File: config.mk
export PLATFORM = sky130hd
export DESIGN_NAME = rx_ring_writer
export DESIGN_NICKNAME = d
export VERILOG_FILES = /design/src/rtl/rx_ring_writer.sv
export SDC_FILE = /design/constraint.sdc
export NUM_CORES = 1
export LEC_CHECK = 0
export BUFFER_PORTS_ARGS = -buffer_cell sky130_fd_sc_hd__buf_2
export CORE_MARGIN = 4
export CORE_UTILIZATION = 57
export CTS_CLUSTER_DIAMETER = 60
export DETAILED_ROUTE_END_ITERATION = 8
export GPL_TIMING_DRIVEN = 1
export PLACE_DENSITY = 0.91
export SLEW_MARGIN = 15
export SYNTH_ARGS = -nofsm -noshare
export SYNTH_HDL_FRONTEND = slang
export SYNTH_SLANG_ARGS = --single-unit
File: constraint.sdc
create_clock -name clk -period 3.2 [get_ports clk]
set_input_delay 0.48 -clock clk [delete_from_list [all_inputs] [get_ports clk]]
set_output_delay 0.48 -clock clk [all_outputs]
set_load 0.02 [all_outputs]
File: src/rtl/rx_ring_writer.sv
module rx_ring_writer #(
  parameter int AW       = 16,
  parameter int RING_LOG2 = 2
) (
  input  logic          clk,
  input  logic          rst_n,
  input  logic [AW-1:0] ring_base,
  input  logic          loopback,
  input  logic          par_chk_en,
  input  logic          lookahead_mode,
  input  logic          in_valid,
  output logic          in_ready,
  input  logic [7:0]    in_data,
  input  logic          in_last,
  input  logic          in_fcs_bad,
  input  logic          in_odd_bits,
  input  logic          in_fifo_ovf,
  input  logic          in_bus_perr,
  output logic          mem_rd,
  output logic          mem_wr,
  output logic [AW-1:0] mem_addr,
  output logic [3:0]    mem_be,
  output logic [31:0]   mem_wdata,
  input  logic [31:0]   mem_rdata,
  output logic          missed_frame
);

  localparam int PW = AW + 2;

  typedef enum logic [3:0] {
    S_IDLE, S_RDST, S_CKST, S_RDAD, S_LDAD, S_DATA,
    S_CHRD, S_CHCK, S_CLOSE, S_DROP, S_BDROP
  } state_t;

  state_t               st;
  logic [RING_LOG2-1:0] idx;
  logic [RING_LOG2-1:0] nidx;
  logic [22:0]          cur_lo, nxt_lo;
  logic                 cur_stp, nxt_stp;
  logic [PW-1:0]        ptr;
  logic [15:0]          cnt;
  logic                 first, perr, cont;
  logic                 f_enp, f_ofl, f_crc, f_frm, f_buf, f_bpe;
  logic [AW-1:0]        cur_desc, nxt_desc;
  logic [31:0]          wb_word;
  logic                 wb_stp, wb_err;
  logic                 take;
  logic                 unused_bits;

  assign nidx     = idx + 1'b1;
  assign cur_desc = ring_base + AW'({idx, 1'b0});
  assign nxt_desc = ring_base + AW'({nidx, 1'b0});
  assign take     = in_valid && in_ready;
  assign unused_bits = ^{mem_rdata[30:26], mem_rdata[24:23]};

  assign wb_stp  = lookahead_mode ? cur_stp : first;
  assign wb_err  = f_frm | f_ofl | f_crc | f_buf | f_bpe;
  assign wb_word = {1'b0, wb_err, f_frm, f_ofl, f_crc, f_buf, wb_stp, f_enp, f_bpe, cur_lo};

  assign in_ready = (st == S_DATA) || (st == S_DROP) || (st == S_BDROP);
  assign mem_rd   = (st == S_RDST) || (st == S_RDAD) || (st == S_CHRD);
  assign mem_wr   = (st == S_CLOSE) || (st == S_DATA && in_valid);
  assign mem_be   = (st == S_CLOSE) ? 4'hF : (4'b0001 << ptr[1:0]);
  assign mem_wdata = (st == S_CLOSE) ? wb_word : {4{in_data}};

  always_comb begin
    case (st)
      S_RDST, S_CLOSE: mem_addr = cur_desc + AW'(1);
      S_RDAD:          mem_addr = cur_desc;
      S_CHRD:          mem_addr = nxt_desc + AW'(1);
      S_DATA:          mem_addr = ptr[PW-1:2];
      default:         mem_addr = cur_desc;
    endcase
  end

  always_ff @(posedge clk) begin
    if (!rst_n) begin
      st <= S_IDLE;
      idx <= '0;
      cur_lo <= '0;
      nxt_lo <= '0;
      cur_stp <= 1'b0;
      nxt_stp <= 1'b0;
      ptr <= '0;
      cnt <= '0;
      first <= 1'b1;
      perr <= 1'b0;
      cont <= 1'b0;
      {f_enp, f_ofl, f_crc, f_frm, f_buf, f_bpe} <= '0;
      missed_frame <= 1'b0;
    end else begin
      missed_frame <= 1'b0;
      case (st)
        S_IDLE: begin
          first <= 1'b1;
          perr  <= 1'b0;
          if (in_valid) st <= S_RDST;
        end
        S_RDST: st <= S_CKST;
        S_CKST: begin
          cur_lo  <= mem_rdata[22:0];
          cur_stp <= mem_rdata[25];
          if (mem_rdata[31]) st <= S_RDAD;
          else begin
            missed_frame <= 1'b1;
            st <= S_DROP;
          end
        end
        S_RDAD: st <= S_LDAD;
        S_LDAD: begin
          ptr <= mem_rdata[PW-1:0];
          cnt <= '0;
          st  <= S_DATA;
        end
        S_DATA: if (take) begin
          ptr  <= ptr + 1'b1;
          cnt  <= cnt + 16'd1;
          perr <= perr | in_bus_perr;
          if (in_last) begin
            f_enp <= !in_fifo_ovf;
            f_ofl <= in_fifo_ovf;
            f_crc <= in_fcs_bad && !in_fifo_ovf;
            f_frm <= in_fcs_bad && in_odd_bits && !in_fifo_ovf && !loopback;
            f_buf <= 1'b0;
            f_bpe <= par_chk_en && (perr || in_bus_perr);
            cont  <= 1'b0;
            st    <= S_CLOSE;
          end else if (cnt + 16'd1 == cur_lo[15:0]) begin
            st <= S_CHRD;
          end
        end
        S_CHRD: st <= S_CHCK;
        S_CHCK: begin
          if (mem_rdata[31]) begin
            nxt_lo  <= mem_rdata[22:0];
            nxt_stp <= mem_rdata[25];
            {f_enp, f_ofl, f_crc, f_frm, f_buf, f_bpe} <= '0;
            cont <= 1'b1;
            st   <= S_CLOSE;
          end else begin
            st <= S_BDROP;
          end
        end
        S_BDROP: if (take && in_last) begin
          f_enp <= 1'b0;
          f_ofl <= in_fifo_ovf;
          f_crc <= 1'b0;
          f_frm <= 1'b0;
          f_buf <= 1'b1;
          f_bpe <= par_chk_en && perr;
          cont  <= 1'b0;
          st    <= S_CLOSE;
        end
        S_CLOSE: begin
          idx <= nidx;
          if (cont) begin
            cur_lo  <= nxt_lo;
            cur_stp <= nxt_stp;
            first   <= 1'b0;
            st      <= S_RDAD;
          end else begin
            st <= S_IDLE;
          end
        end
        S_DROP: if (take && in_last) st <= S_IDLE;
        default: st <= S_IDLE;
      endcase
    end
  end

endmodule

==> metrics <==
final-report hold violation count 0; CTS Buf Count 9; first-pass GRT wire length ~34000 microns; Die H 119 microns; GP Congestion around 0.97; Clock H-tree levels 3; Final WS setup -0.0924 ns; failing checks negative setup slack; crit path cell chain buf_4, xor2_1, ha_2, nor2b_4, nor2_2, nor4b_2, xor2_1, a221oi_2, a21o_1, a22oi_2, buf_4; register area share after synthesis between 20% and 30%; CP max FO 5; largest net degree at the start of global routing about 100; deepest clock path buffer count 2; final worst path period share 103%; Worst Tran Pin Value 0.706 ns; count of pins over their slew limit 0; post-synth top area share about 28%; vias in the first global route 7221; Clock Latency Late Sink ~0.35 ns; multi-input logic area 4910 sq um; final net count about 1200; largest area contributor in the netlist dfxtp_1; CP Class register to output port; Starting Density about three fifths; Critical Path Source Type register; Slowest-stage cell, CP ha_2; top-count cell post-synth nand2_1; total number of vias 7780; Core Area 12000 sq um; Worst-path clk slew about 0.07 ns; Synthesized Nets roughly 1100; EDFF count, synth 0; Netlist cell types 77; initial antenna violation count 0; initial DRC count just under 1000; crit-path leading delay family simple AND/OR/NAND/NOR gates; Peak VDD IR ~0.44 mV; slew margin rel. a little over half; HPWL Detailed 14700 microns; I/O pin total 123; DR DRC count 0; number of synthesized register bits 98; root buf cell clkbuf_16; Worst Hold Class input port to register; Leak 3.67 nW; Arr. time, crit path ~2.8 ns; Routed WL 21600 microns; width of the chip ~120 microns; Worst setup EP type output port; Reg area between 1500 and 2000 sq um; fraction of layout cells with a size suffix above 1 21.6%; worst hold margin about 0.39 ns; RSZ-0062 raised after global routing yes; Avg Cell Area, Syn between 7 and 8 sq um; post-placement setup slack -0.160 ns; antenna cells 0; I/O Buffers ~120; synthesized cell area ~7000 sq um; Fill cells 916; synthesized instance count 979; drt first pass iters 6; Max Cap Viol 0; top cells by area, synth dfxtp_1 (28%), nand2_1 (12%), nand3_1 (4.4%), xnor2_1 (4.1%), o211a_1 (4.0%); CP peak stage delay ~0.4 ns; top cells by count, synth nand2_1 (230), dfxtp_1 (98), nand3_1 (61); Overflow after GRT 0; fin crit period between 3 and 4 ns; power per cell area approximately 620 nW/um^2; Req. time, crit path approximately 2.7 ns; Layout Skew about 0.0078 ns; Synth Flop Type dfxtp_1; site row count 40; Die Footprint about 14000 sq um; Syn. warnings 0; fmax just over 300 MHz; via density per instance approximately 6.3; CTS tree done; outcome finished with violations; Sink Count just under 100; gr usage total slightly below 30%; Buf/Inv on CP 2; setup violators final 7; Final ANT Viol Nets 0; Post-synth ARST share 0%; area grow syn2layout 21.5%; mean routed wirelength per cell roughly 17 microns
## worst reg2reg max path, cell delays in order, from the launching register on
cell     delay, ns
dfxtp_1       0.44
ha_1          0.32
nand3_1       0.18
nor2_1        0.36
nand4_1       0.23
xnor2_1       0.18
nor4_1        0.47
a41o_1        0.31
a31o_1        0.16
## cells by family (layout without fill, tap and decap cells)
group | count (synthesis) | in the layout | synth area share, %
fa+ha+maj | 12 | 12 | 2.36
simple gates | 476 | 476 | 32.8
buf+inv | 88 | 206 | 5.12
xor+xnor | 59 | 59 | 7.40
compound gates | 239 | 239 | 23.2
mux | 7 | 7 | 1.02
flops | 98 | 98 | 28.1
## path summary, 6_finish.rpt
kind / from / endpoint / slack [ns] / cells after the start
worst min register to register: nxt_lo[18]$_SDFFE_PN0P_ / nxt_lo[18]$_SDFFE_PN0P_ / 0.46 / 2
worst min-delay path: mem_rdata[18] / nxt_lo[18]$_SDFFE_PN0P_ / 0.39 / 3
worst max-delay path: idx[0]$_SDFFE_PN0P_ / mem_addr[12] / -0.09 / 11
worst max register to register: cnt[0]$_SDFFE_PN0P_ / st[1]$_SDFFE_PN0P_ / 0.51 / 8
## stage by stage
stage	instances	setup TNS, ns	cell area, sq um	utilization (%)	total power [mW]
3_5_place_dp	1215	-0.577	7830	65.2	3.99
3_3_place_gp	1215	-0.168	7830	65.2	3.94
2_1_floorplan	979	0	6990	-	3.25
4_1_cts	1237	-0.0923	8310	69.2	5.14
5_1_grt	1244	-1.22	8480	70.6	5.56
6_report	1244	-0.289	8480	70.6	5.29
## state kept, by name (all words and copies together) (netlist names)
signal,cells
missed_frame,1
perr,1
f_enp,1
f_crc,1
f_bpe,1
cur_lo,23
cont,1
f_buf,1
cur_stp,1
ptr,18
f_ofl,1
f_frm,1
cnt,16
nxt_stp,1
nxt_lo,23
idx,2
st,4
first,1
## layout make-up
type	count	share of cell area (%)
inverters	21	0.929
repair buffers	169	12.2
flip-flops and latches	98	23.2
clock inverters	4	0.590
clock buffers	12	3.02
multi-input cells	793	57.9
well taps	147	2.17
## routing by layer
metal	part of all wire (%)	vias up	GRT usage (%)
li1	-	3661	-
met1	40	3586	37.9
met2	47	454	48.6
met3	9.2	79	4.98
met4	3.5	0	11.4
met5	0	-	0
## power by group
group          switching (mW)  internal, mW
clock                   0.464         0.648
combinational            1.54         0.965
sequential              0.253          1.42
## layout by cell type (no fill, tap or decap), drive strengths merged, types with 4 or more instances in the layout
master / Yosys / routed
nand3b: 4 / 4
ha: 10 / 10
a21o: 4 / 4
xnor2: 33 / 33
a21boi: 33 / 33
a22oi: 12 / 12
a221o: 4 / 4
o21a: 4 / 4
nand4: 11 / 11
o21ai: 60 / 60
nand3: 63 / 63
and3: 10 / 10
o22ai: 6 / 6
nor2: 53 / 53
xor2: 26 / 26
nand2b: 10 / 10
nor3: 24 / 24
a31oi: 5 / 5
mux2i: 6 / 6
or3: 4 / 4
a21oi: 53 / 53
inv: 21 / 21
buf: 20 / 169
nand2: 231 / 231
clkbuf: 47 / 12
and2: 17 / 17
dfxtp: 98 / 98
nor2b: 23 / 23
o211a: 28 / 28
nor4: 13 / 13
## what timing repair did
item,4_1_cts,5_1_grt
endpoints found under the hold margin,0,0
setup buffers,6,7
gates resized for setup,29,29
pin swaps,10,12
hold buffers,0,0
setup endpoints to repair,12,13
(Power assumes the default switching activity.)
